--- src/rtl/wrepl_pkg.sv ---
package wrepl_pkg;
  localparam int DW = 64;
  localparam int CW = 72;
  localparam int PW = 7;

  typedef enum logic [1:0] {
    FC_CLEAN  = 2'b00,
    FC_SINGLE = 2'b01,
    FC_MULTI  = 2'b10,
    FC_RSVD   = 2'b11
  } fclass_e;

  function automatic logic is_pow2(input int p);
    return (p & (p - 1)) == 0;
  endfunction

  // spread data over non-power-of-two positions 1..CW-1, lowest bit first
  function automatic logic [CW-1:0] place_data(input logic [DW-1:0] d);
    logic [CW-1:0] c;
    int j;
    c = '0;
    j = 0;
    for (int p = 1; p < CW; p++) begin
      if (!is_pow2(p)) begin
        c[p] = d[j];
        j++;
      end
    end
    return c;
  endfunction

  function automatic logic [DW-1:0] take_data(input logic [CW-1:0] c);
    logic [DW-1:0] d;
    int j;
    d = '0;
    j = 0;
    for (int p = 1; p < CW; p++) begin
      if (!is_pow2(p)) begin
        d[j] = c[p];
        j++;
      end
    end
    return d;
  endfunction

  // syndrome over all positions whose index has bit b set (check bits included)
  function automatic logic [PW-1:0] syndrome(input logic [CW-1:0] c);
    logic [PW-1:0] s;
    s = '0;
    for (int b = 0; b < PW; b++)
      for (int p = 1; p < CW; p++)
        if (p[b]) s[b] = s[b] ^ c[p];
    return s;
  endfunction

  function automatic logic [CW-1:0] encode(input logic [DW-1:0] d);
    logic [CW-1:0] c;
    logic [PW-1:0] s;
    c = place_data(d);
    s = syndrome(c);
    for (int b = 0; b < PW; b++) c[1 << b] = s[b];
    c[0] = ^c[CW-1:1];
    return c;
  endfunction
endpackage

--- src/rtl/wrepl_secded_gen.sv ---
module wrepl_secded_gen
  import wrepl_pkg::*;
(
  input  logic [DW-1:0] data_i,
  output logic [CW-1:0] cw_o
);
  assign cw_o = encode(data_i);
endmodule

--- src/rtl/wrepl_secded_chk.sv ---
module wrepl_secded_chk
  import wrepl_pkg::*;
(
  input  logic [CW-1:0] cw_i,
  output logic [DW-1:0] data_o,
  output logic          uncorr_o
);
  logic [PW-1:0] syn;
  logic          par_odd;
  logic [CW-1:0] fixed;

  assign syn     = syndrome(cw_i);
  assign par_odd = ^cw_i;

  always_comb begin
    fixed    = cw_i;
    uncorr_o = 1'b0;
    if (par_odd) begin
      if (int'(syn) < CW) fixed[syn] = ~cw_i[syn];
      else                uncorr_o   = 1'b1;
    end else if (syn != '0) begin
      uncorr_o = 1'b1;
    end
  end

  assign data_o = take_data(fixed);
endmodule

--- src/rtl/wrepl_fmap.sv ---
module wrepl_fmap #(
  parameter int AW = 6
) (
  input  logic          clk,
  input  logic          rst_n,
  input  logic          wr_en,
  input  logic [AW-1:0] wr_idx,
  input  logic [1:0]    wr_cls,
  input  logic [AW-1:0] wr_repl,
  input  logic [AW-1:0] rd_idx,
  output logic [1:0]    rd_cls,
  output logic [AW-1:0] rd_repl
);
  localparam int NENT = 1 << AW;

  logic [1:0]    cls_q [NENT];
  logic [AW-1:0] rep_q [NENT];

  for (genvar i = 0; i < NENT; i++) begin : g_ent
    always_ff @(posedge clk) begin
      if (!rst_n) begin
        cls_q[i] <= 2'b00;
        rep_q[i] <= '0;
      end else if (wr_en && wr_idx == AW'(i)) begin
        cls_q[i] <= wr_cls;
        rep_q[i] <= wr_repl;
      end
    end
  end

  assign rd_cls  = cls_q[rd_idx];
  assign rd_repl = rep_q[rd_idx];
endmodule

--- src/rtl/wrepl_ctrl.sv ---
module wrepl_ctrl
  import wrepl_pkg::*;
#(
  parameter int AW     = 6,
  parameter int RD_LAT = 2
) (
  input  logic          clk,
  input  logic          rst_n,
  input  logic          cfg_we,
  input  logic [AW-1:0] cfg_idx,
  input  logic [1:0]    cfg_class,
  input  logic [AW-1:0] cfg_repl,
  input  logic          req_valid,
  output logic          req_ready,
  input  logic          req_write,
  input  logic [AW-1:0] req_addr,
  input  logic [63:0]   req_wdata,
  output logic          rsp_valid,
  output logic [63:0]   rsp_rdata,
  output logic          rsp_uncorr,
  output logic          mem_valid,
  input  logic          mem_ready,
  output logic          mem_write,
  output logic [AW-1:0] mem_addr,
  output logic [71:0]   mem_wdata,
  input  logic [71:0]   mem_rdata
);
  localparam int LW = $clog2(RD_LAT + 1);

  typedef enum logic [2:0] {ST_IDLE, ST_WR, ST_RD, ST_WAIT, ST_RESP} st_e;

  st_e           st_q;
  logic [AW-1:0] addr_q, repl_q;
  logic [1:0]    cls_q;
  logic [CW-1:0] cw_q;
  logic          tgt_q;      // 0 primary, 1 replica
  logic          is_wr_q;
  logic [LW-1:0] lat_q;
  logic [63:0]   rdata_q;
  logic          uncorr_q;
  logic [1:0]    wr_cnt_q;   // backing writes of this request

  logic [1:0]    map_cls;
  logic [AW-1:0] map_repl;
  logic [CW-1:0] enc_cw;
  logic [DW-1:0] dec_data;
  logic          dec_uncorr;

  // named events
  logic accept, mem_hs, wr_hs, need_second, rd_sample, retry_rep;

  wrepl_fmap #(.AW(AW)) u_fmap (
    .clk(clk), .rst_n(rst_n),
    .wr_en(cfg_we), .wr_idx(cfg_idx), .wr_cls(cfg_class), .wr_repl(cfg_repl),
    .rd_idx(req_addr), .rd_cls(map_cls), .rd_repl(map_repl)
  );

  wrepl_secded_gen u_gen (.data_i(req_wdata), .cw_o(enc_cw));

  wrepl_secded_chk u_chk (.cw_i(mem_rdata), .data_o(dec_data), .uncorr_o(dec_uncorr));

  assign req_ready   = (st_q == ST_IDLE);
  assign accept      = req_valid && req_ready;
  assign mem_valid   = (st_q == ST_WR) || (st_q == ST_RD);
  assign mem_write   = (st_q == ST_WR);
  assign mem_addr    = tgt_q ? repl_q : addr_q;
  assign mem_wdata   = cw_q;
  assign mem_hs      = mem_valid && mem_ready;
  assign wr_hs       = mem_hs && mem_write;
  assign need_second = (cls_q == FC_SINGLE) && !tgt_q;
  assign rd_sample   = (st_q == ST_WAIT) && (lat_q == LW'(RD_LAT));
  assign retry_rep   = rd_sample && dec_uncorr && need_second;
  assign rsp_valid   = (st_q == ST_RESP);
  assign rsp_rdata   = rdata_q;
  assign rsp_uncorr  = uncorr_q;

  always_ff @(posedge clk) begin
    if (!rst_n) begin
      st_q     <= ST_IDLE;
      addr_q   <= '0;
      repl_q   <= '0;
      cls_q    <= 2'b00;
      cw_q     <= '0;
      tgt_q    <= 1'b0;
      is_wr_q  <= 1'b0;
      lat_q    <= '0;
      rdata_q  <= '0;
      uncorr_q <= 1'b0;
      wr_cnt_q <= '0;
    end else begin
      if (wr_hs) wr_cnt_q <= wr_cnt_q + 2'd1;
      case (st_q)
        ST_IDLE: if (accept) begin
          addr_q   <= req_addr;
          repl_q   <= map_repl;
          cls_q    <= map_cls;
          cw_q     <= enc_cw;
          is_wr_q  <= req_write;
          tgt_q    <= map_cls[1];   // retired and reserved go straight to replica
          uncorr_q <= 1'b0;
          wr_cnt_q <= '0;
          st_q     <= req_write ? ST_WR : ST_RD;
        end
        ST_WR: if (mem_hs) begin
          if (need_second) tgt_q <= 1'b1;
          else             st_q  <= ST_RESP;
        end
        ST_RD: if (mem_hs) begin
          lat_q <= LW'(1);
          st_q  <= ST_WAIT;
        end
        ST_WAIT: begin
          if (retry_rep) begin
            tgt_q <= 1'b1;
            st_q  <= ST_RD;
          end else if (rd_sample) begin
            rdata_q  <= dec_data;
            uncorr_q <= dec_uncorr;
            st_q     <= ST_RESP;
          end else begin
            lat_q <= lat_q + LW'(1);
          end
        end
        default: st_q <= ST_IDLE;
      endcase
    end
  end

  AST_CLEAN_PRIMARY: assert property (@(posedge clk) disable iff (!rst_n)
    mem_valid && cls_q == FC_CLEAN |-> mem_addr == addr_q);
  AST_DUAL_WRITE: assert property (@(posedge clk) disable iff (!rst_n)
    rsp_valid && is_wr_q && cls_q == FC_SINGLE |-> wr_cnt_q == 2'd2);
  AST_SOLE_WRITE: assert property (@(posedge clk) disable iff (!rst_n)
    rsp_valid && is_wr_q && cls_q != FC_SINGLE |-> wr_cnt_q == 2'd1);
  AST_FALLBACK_TRIED: assert property (@(posedge clk) disable iff (!rst_n)
    rsp_valid && !is_wr_q && rsp_uncorr && cls_q == FC_SINGLE |-> tgt_q);
  AST_RETIRED_REPLICA: assert property (@(posedge clk) disable iff (!rst_n)
    mem_valid && cls_q[1] |-> mem_addr == repl_q);
  AST_HOLD_STALL: assert property (@(posedge clk) disable iff (!rst_n)
    mem_valid && !mem_ready |=> mem_valid && $stable(mem_addr) && $stable(mem_write)
                                && $stable(mem_wdata));
  AST_BUSY_RESP: assert property (@(posedge clk) disable iff (!rst_n)
    rsp_valid |-> !req_ready);
  AST_RESP_PULSE: assert property (@(posedge clk) disable iff (!rst_n)
    rsp_valid |=> !rsp_valid);
endmodule

--- config.mk ---
export PLATFORM = sky130hd
export DESIGN_NAME = wrepl_ctrl
export DESIGN_NICKNAME = d
export VERILOG_FILES = /design/src/rtl/wrepl_pkg.sv /design/src/rtl/wrepl_secded_gen.sv /design/src/rtl/wrepl_secded_chk.sv /design/src/rtl/wrepl_fmap.sv /design/src/rtl/wrepl_ctrl.sv
export SDC_FILE = /design/constraint.sdc
export NUM_CORES = 1
export LEC_CHECK = 0
export BUFFER_PORTS_ARGS = -buffer_cell sky130_fd_sc_hd__buf_2
export CAP_MARGIN = 30
export CORE_MARGIN = 4
export CORE_UTILIZATION = 50
export CTS_BUF_LIST = sky130_fd_sc_hd__clkbuf_2
export CTS_CLUSTER_DIAMETER = 40
export CTS_CLUSTER_SIZE = 8
export DETAILED_ROUTE_END_ITERATION = 8
export PLACE_DENSITY = 0.67
export SLEW_MARGIN = 10
export SYNTH_ARGS = -nofsm -noshare
export SYNTH_HDL_FRONTEND = slang
export SYNTH_HIERARCHICAL = 1
export SYNTH_SLANG_ARGS = --single-unit
--- constraint.sdc ---
create_clock -name clk -period 4.7 [get_ports clk]
set_input_delay 0.94 -clock clk [delete_from_list [all_inputs] [get_ports clk]]
set_output_delay 0.94 -clock clk [all_outputs]
set_load 0.01 [all_outputs]
==> results of run 1 <==
[cell type report]
cell class / instances / area (um2)
Fill cell: 5750 / 29940
Sequential cell: 669 / 18520
Multi-Input combinational cell: 2012 / 14910
Timing Repair Buffer: 488 / 3158
Tap cell: 931 / 1165
Clock buffer: 123 / 615.6
Clock inverter: 46 / 459.2
Inverter: 11 / 43.79
Antenna cell: 8 / 20.02
[registers in the layout (all words and copies together), names as in the netlist]
name,cells
u_fmap/rep_q,384
lat_q,2
addr_q,6
u_fmap/cls_q,128
repl_q,6
cls_q,2
mem_wdata,72
tgt_q,1
rsp_rdata,64
st_q,3
rsp_uncorr,1
[path summary, 6_finish.rpt]
kind / startpoint / end / slack, ns / cells after the start
min: req_write / st_q[0]$_SDFFE_PN0P_ / 0.16 / 4
max: mem_rdata[39] / rsp_rdata[37]$_SDFFE_PN0P_ / 1.22 / 15
max reg2reg: st_q[0]$_SDFFE_PN0P_ / rsp_rdata[37]$_SDFFE_PN0P_ / 2.33 / 4
min reg2reg: mem_wdata[67]$_SDFFE_PN0P_ / mem_wdata[67]$_SDFFE_PN0P_ / 0.46 / 2
[kinds of logic (layout without fill, tap and decap cells)]
family,count (synthesis),count (layout)
AO/OA/AOI/OAI,478,478
XOR/XNOR,253,253
adder cells (fa/ha/maj),1,1
buffers and inverters,276,668
flip-flops,669,669
multiplexers,208,208
other,0,8
AND/OR/NAND/NOR,1072,1072
[layer usage]
metal	share of wire, %	vias up	global-route usage (%)
met5	0.013	-	0
met4	3.8	2	10.20
met3	9.3	256	5.603
met2	47	1334	44.58
met1	39	12425	36.59
li1	-	11227	-
[metrics by stage]
stage	utilization [%]	worst slack, ns	cells	power (mW)	hold WS, ns
detailed placement	53.91	0.1210	4037	13.34	0.4442
CTS	56.40	1.233	4270	16.75	0.01720
global placement	53.81	0.1836	4027	13.26	0.4380
floorplan	-	0.5211	2957	11.49	0.4329
finish	56.50	1.222	4288	16.77	0.1598
global route	56.49	1.143	4286	17.58	0.08216
[power by group through the flow]
stage	Clock (mW)	Combinational, mW	Sequential (mW)
detailed placement	0	6.35	6.99
global placement	0	6.29	6.97
global route	3.73	6.96	6.89
floorplan	0	4.54	6.95
finish	3.37	6.54	6.85
CTS	3.47	6.42	6.85
[worst max-delay path, stage by stage]
cell	delay, ns
buf_2	0.16
xnor2_1	0.15
xnor2_1	0.51
xnor3_1	0.44
xnor2_1	0.46
xor2_1	0.24
nor3_1	0.08
buf_4	0.16
o21a_1	0.16
a41oi_1	0.18
buf_4	0.17
and4bb_2	0.31
buf_12	0.20
o21ai_0	0.12
a21oi_1	0.19
[timing repair]
item / in CTS / in global routing
setup buffers: 0 / 0
hold buffers: 64 / 0
gates resized for setup: 0 / 0
hold endpoints to repair: 64 / 0
[cell usage in the layout (no fill, tap or decap), types with 5 or more instances in the layout]
| cell type | n |
|---|---|
| and2_1 | 524 |
| edfxtp_1 | 512 |
| buf_2 | 321 |
| nand2_1 | 241 |
| xnor2_1 | 186 |
| a21oi_1 | 176 |
| o21ai_0 | 173 |
| dfxtp_1 | 157 |
| clkbuf_2 | 126 |
| mux4_2 | 120 |
| nor2_1 | 116 |
| nand3_1 | 89 |
| buf_4 | 87 |
| dlygate4sd3_1 | 64 |
| mux2_2 | 51 |
| mux2i_1 | 37 |
| xor2_1 | 31 |
| o22ai_1 | 26 |
| xnor3_1 | 22 |
| o31ai_1 | 21 |
| nor3_1 | 16 |
| clkinv_1 | 15 |
| nor2b_1 | 14 |
| nand2b_1 | 13 |
| a22oi_1 | 13 |
| clkinv_2 | 12 |
| buf_12 | 11 |
| nor2_2 | 11 |
| inv_1 | 10 |
| bufinv_16 | 9 |
| diode_2 | 8 |
| a221oi_1 | 8 |
| nand4_1 | 8 |
| o41ai_1 | 8 |
| o211ai_1 | 7 |
| o221ai_1 | 7 |
| xnor2_2 | 5 |
==> results.yml, run 1 <==
status:
  outcome: "completed"
finish:
  finalInstanceArea_um2: 38890
  syn_to_final_growth_pct: 11.53
  drive_gt1_share_pct: 23.53
  nets: 3454
clocking:
  cts.htree.levels: 3
  clkTransAtPathRegs_ns: 0.14
  cts_tree: "yes"
  cts_root_buf: "clkbuf_2"
  cts-buffers-inserted: 109
  cts.sinks: 669
  clockBufferDepth: 3
  clk_latency_ns: 1.20
timing:
  finalHoldViolations: 0
  fin_crit_sh_pct: 74.01
  max_freq_mhz: 287.5
  fin_worst_skew_ns: 0.1037
  fin_tns_setup_ns: 0
  rsz0062_at_grt: "false"
  post-route-min-period_ns: 3.478
  final-setup-viol-count: 0
  tightest_slew_ns: 0.9719
  final_max_slew_viol_count: 0
  relSlewSlack_pct: 35.01
placement:
  io_buffers: 308
  place_congestion: 0.9358
  dpl.hpwl_mm: 72.70
  dpl_cell_area_um2: 37100
global_route:
  grt_first_pass_wirelength_mm: 155.4
  grt_max_degree: 89
  antenna_found_initial: 7
  grt_pass1_vias: 25262
  gr-usage-all-layers_pct: 27.38
  grt_overflow: 0
route:
  wl_mm: 103.5
  vias: 25244
  remaining_drc_errors: 0
  viasPerCell: 5.887
  routedWlPerCell_um: 24.15
  ant_nets: 0
  firstDrtPassIters: 6
  drt_iter0_drc: 2850
worst_setup_path:
  cp.required_ns: 5.73
  critical_path_class: "input pin to flip-flop"
  start_kind: "input pin"
  crit_fanout: 38
  end_kind: "flip-flop"
  arrival_ns: 4.51
die:
  die_x_um: 272.1
  io-pin-count: 309
  dieArea_um2: 74020
  row_count: 96
  core_um2: 68830
  fp.dieH_um: 272.1
  start_util_pct: 50.66
yosys:
  synth_edf_count: 512
  yosysWarnings: 6
  synth_seq_cells: 669
  ys.flop_type: "edfxtp_1"
  yosysTopAreaCell: "edfxtp_1"
  synth_fa_ha_area_share_pct: 0.03588
  syn_area_per_cell_um2: 11.79
  synth_common_cells: "and2_1, edfxtp_1, nand2_1"
  synth.distinct_cells: 81
  ys_seq_area_share_pct: 53.11
  synthXorXnorAreaFrac_pct: 7.733
  synth_area_um2: 34870
  synth.mux.area_fraction_pct: 10.46
  yosysTopAreaCellShare_pct: 44.09
  synthArstFlopShare_pct: 0
  yosysMostFrequentCell: "and2_1"
  synth.area.top_cells: "edfxtp_1, and2_1, dfxtp_1"
  synth_compound_area_share_pct: 7.923
  syn_nets: 3120
  synthSimpleGateAreaFrac_pct: 16.55
  synthCells: 2957
  synth_top_family_by_area: "simple AND/OR/NAND/NOR gates"
power:
  seqPwrFrac_pct: 40.9
  p_clk_share_pct: 20.1
  comb_power_share_pct: 39.0
  pwr_density_cell_nw_per_um2: 431.1
  internal-power_mw: 10.58
  switching_share_pct: 36.90
  peakVddDrop_v: 0.0005598
  power_switching_mw: 6.187
  p_leak_nw: 14.33
run:
  cap_violations: 0
min_path:
  hold_class: "input pin to flip-flop"
Note: power is estimated with default switching activity, not from simulation.
==> run 2, diff against run 1 <==
--- a/config.mk
+++ b/config.mk
@@ -5,6 +5,7 @@
 export SDC_FILE = /design/constraint.sdc
 export NUM_CORES = 1
 export LEC_CHECK = 0
+export ABC_AREA = 1
 export BUFFER_PORTS_ARGS = -buffer_cell sky130_fd_sc_hd__buf_2
 export CAP_MARGIN = 30
 export CORE_MARGIN = 4
@@ -13,7 +14,7 @@
 export CTS_CLUSTER_DIAMETER = 40
 export CTS_CLUSTER_SIZE = 8
 export DETAILED_ROUTE_END_ITERATION = 8
-export PLACE_DENSITY = 0.67
+export PLACE_DENSITY = 0.66
 export SLEW_MARGIN = 10
 export SYNTH_ARGS = -nofsm -noshare
 export SYNTH_HDL_FRONTEND = slang
==> constraint.sdc (replaced) <==
create_clock -name clk -period 3.5 [get_ports clk]
set_input_delay 0.7 -clock clk [delete_from_list [all_inputs] [get_ports clk]]
set_output_delay 0.7 -clock clk [all_outputs]
set_load 0.01 [all_outputs]
==> run 2 against run 1 <==
  * Core utilization grew 2.3 points
  * Clock skew increased by 0.057 ns
  * Setup slack lost 1.0 ns
  * Global-route usage rose by 1.3 points
  * Flip-flop and latch count stayed put
==> results.yml, run 2 <==
yosys:
  yosysMostFrequentCell: "nand2_1"
  yosysTopAreaCell: "edfxtp_1"
  ys_seq_area_share_pct: 48.66
  synthArstFlopShare_pct: 0
  synth_edf_count: 512
  synth_common_cells: "nand2_1, nand3_1, nor2_1"
  syn_nets: 5035
  synth.area.top_cells: "edfxtp_1, nand2_1, nand3_1"
  yosysTopAreaCellShare_pct: 40.40
  ys.flop_type: "edfxtp_1"
  synthCells: 4872
  yosysWarnings: 6
  synth.distinct_cells: 45
  syn_area_per_cell_um2: 7.811
  synth_seq_cells: 669
  synth_area_um2: 38050
worst_setup_path:
  r2r_end: "repl_q[5]$_SDFFE_PN0P_"
  start_kind: "input pin"
  critical_path_class: "input pin to flip-flop"
  arrival_ns: 4.40
  end_kind: "flip-flop"
  crit_fanout: 21
  cp-startpoint: "mem_rdata[25]"
  cp.required_ns: 4.62
  rr_worst_depth: 10
  reg2reg_slack_ns: 1.63
  crit-reg2reg-launch: "u_fmap/rep_q[23][5]$_SDFFCE_PN0P_"
timing:
  relSlewSlack_pct: 40.97
  final-setup-viol-count: 0
  tightest_slew_ns: 0.8845
  finalHoldViolations: 0
  final_max_slew_viol_count: 0
  fin_tns_setup_ns: 0
  rsz0062_at_grt: "false"
  fin_ws_ns: 0.2256
  fin_worst_skew_ns: 0.1605
  post-route-min-period_ns: 3.274
  whs_ns: 0.08747
  fin_crit_sh_pct: 93.55
  max_freq_mhz: 305.4
finish:
  regArea_um2: 18520
  mostFrequentLayoutCells: "nand2_1, nand3_1, nor2_1, edfxtp_1, buf_2"
  finalInstanceArea_um2: 44090
  nets: 5543
  final_core_util_pct: 58.83
  stdcell_count: 6423
  n_fill_cell: 6923
  multi_input_comb_area_um2: 16650
  top_register: "u_fmap/rep_q"
  mostFrequentLayoutCell: "nand2_1"
  syn_to_final_growth_pct: 15.87
  largest_reg_flops: 384
  drive_gt1_share_pct: 19.41
placement:
  dpl.hpwl_mm: 80.91
  dp_cells: 6106
  dpl_cell_area_um2: 41590
  place_congestion: 0.9454
  place_ws_ns: -0.4754
  io_buffers: 308
route:
  viasPerCell: 5.430
  ant_nets: 0
  routedWlPerCell_um: 18.64
  drt_iter0_drc: 3654
  wl_mm: 119.7
  remaining_drc_errors: 0
  vias: 34879
  firstDrtPassIters: 6
min_path:
  hold_class: "input pin to flip-flop"
  hp-start: "req_valid"
  holdPathEnd: "mem_wdata[50]$_SDFFE_PN0P_"
  hold_depth: 4
global_route:
  antenna_found_initial: 4
  grt_pass1_vias: 32686
  gr-usage-all-layers_pct: 28.66
  grt_max_degree: 130
  grt_overflow: 0
  grt_first_pass_wirelength_mm: 184.3
clocking:
  cts_tree: "yes"
  clkTransAtPathRegs_ns: 0.14
  clockBufferDepth: 3
  cts_root_buf: "clkbuf_2"
  clk_latency_ns: 1.34
  cts.htree.levels: 3
  cts.sinks: 669
  cts-buffers-inserted: 108
status:
  outcome: "completed"
die:
  fp.dieH_um: 283.9
  dieArea_um2: 80590
  die_x_um: 283.9
  row_count: 100
  io-pin-count: 309
  start_util_pct: 50.77
  core_um2: 74950
power:
  pwr_density_cell_nw_per_um2: 510.9
  p_leak_nw: 19.72
  peakVddDrop_v: 0.0006587
  finalPower_mw: 22.53
run:
  cap_violations: 0
## run 2: cell types whose count changed after synthesis, sizes merged, moves of 37 or more
cell and delta:
inv +269, nand3 +702, mux2i -37, xnor2 -128, mux2 -51, nand2 +1473, mux4 -120, and2 -524
buf +96, o21ai -80, nor2 +522
## run 2: layout make-up
type | instances | share of cell area [%]
diodes | 4 | 0.02270
clock inverters | 44 | 0.8513
inverters | 280 | 2.412
multi-input cells | 3585 | 37.77
repair buffers | 736 | 12.66
clock buffers | 136 | 1.544
flip-flops and latches | 669 | 42.00
well taps | 969 | 2.750
## run 2: what timing repair did
| item | CTS | global route |
|---|---|---|
| resized for setup | 0 | 21 |
| endpoints found under the hold margin | 397 | 0 |
| endpoints found under the setup margin | 0 | 60 |
| buffers inserted | 0 | 5 |
| hold buffers | 128 | 0 |
## run 2: worst max-delay path: stages
cell and delay, ns:
dlygate4sd3_1 0.55, buf_2 0.16, buf_4 0.16, xnor2_1 0.13, xor2_1 0.17, buf_4 0.16
buf_4 0.13, xnor2_1 0.12, xnor2_1 0.26, xor2_1 0.31, inv_1 0.11, nand2_2 0.11
o21ai_2 0.08, nand2_4 0.10, nand2_1 0.08, inv_1 0.08, nand4_1 0.16, buf_4 0.21
nand2_2 0.13, buf_4 0.27, nand2_1 0.10, a21oi_2 0.13
## run 2: how the worst max path moves through the flow
stage,end,cells after the start
after floorplan,rsp_rdata[27]$_SDFFE_PN0P_,16
after global placement,rsp_rdata[14]$_SDFFE_PN0P_,20
after detailed placement,rsp_rdata[62]$_SDFFE_PN0P_,21
after CTS,st_q[1]$_SDFFE_PN0P_,24
after global routing,rsp_rdata[22]$_SDFFE_PN0P_,22
final,rsp_rdata[21]$_SDFFE_PN0P_,22
## run 2: kinds of logic after synthesis
logic type	synth area share, %
XOR/XNOR	2.953
adder cells (fa/ha/maj)	0.03287
AO/OA/AOI/OAI	4.232
buffers and inverters	7.769
flip-flops	48.66
AND/OR/NAND/NOR	36.35
## run 2: power by group
part	internal [mW]	switching, mW	leakage, nW	total, mW
clock	1.50	3.00	0.742	4.50
sequential	9.10	0.248	6.15	9.35
combinational	3.26	5.42	12.8	8.68
## run 2: layer usage
metal / global-route usage (%) / up-vias / routed length [um]
met4: 10.81 / 0 / 4725
met3: 3.888 / 283 / 9906
met2: 47.91 / 1608 / 57100
met5: 0 / - / 0
met1: 38.15 / 16148 / 48020
li1: - / 16840 / -
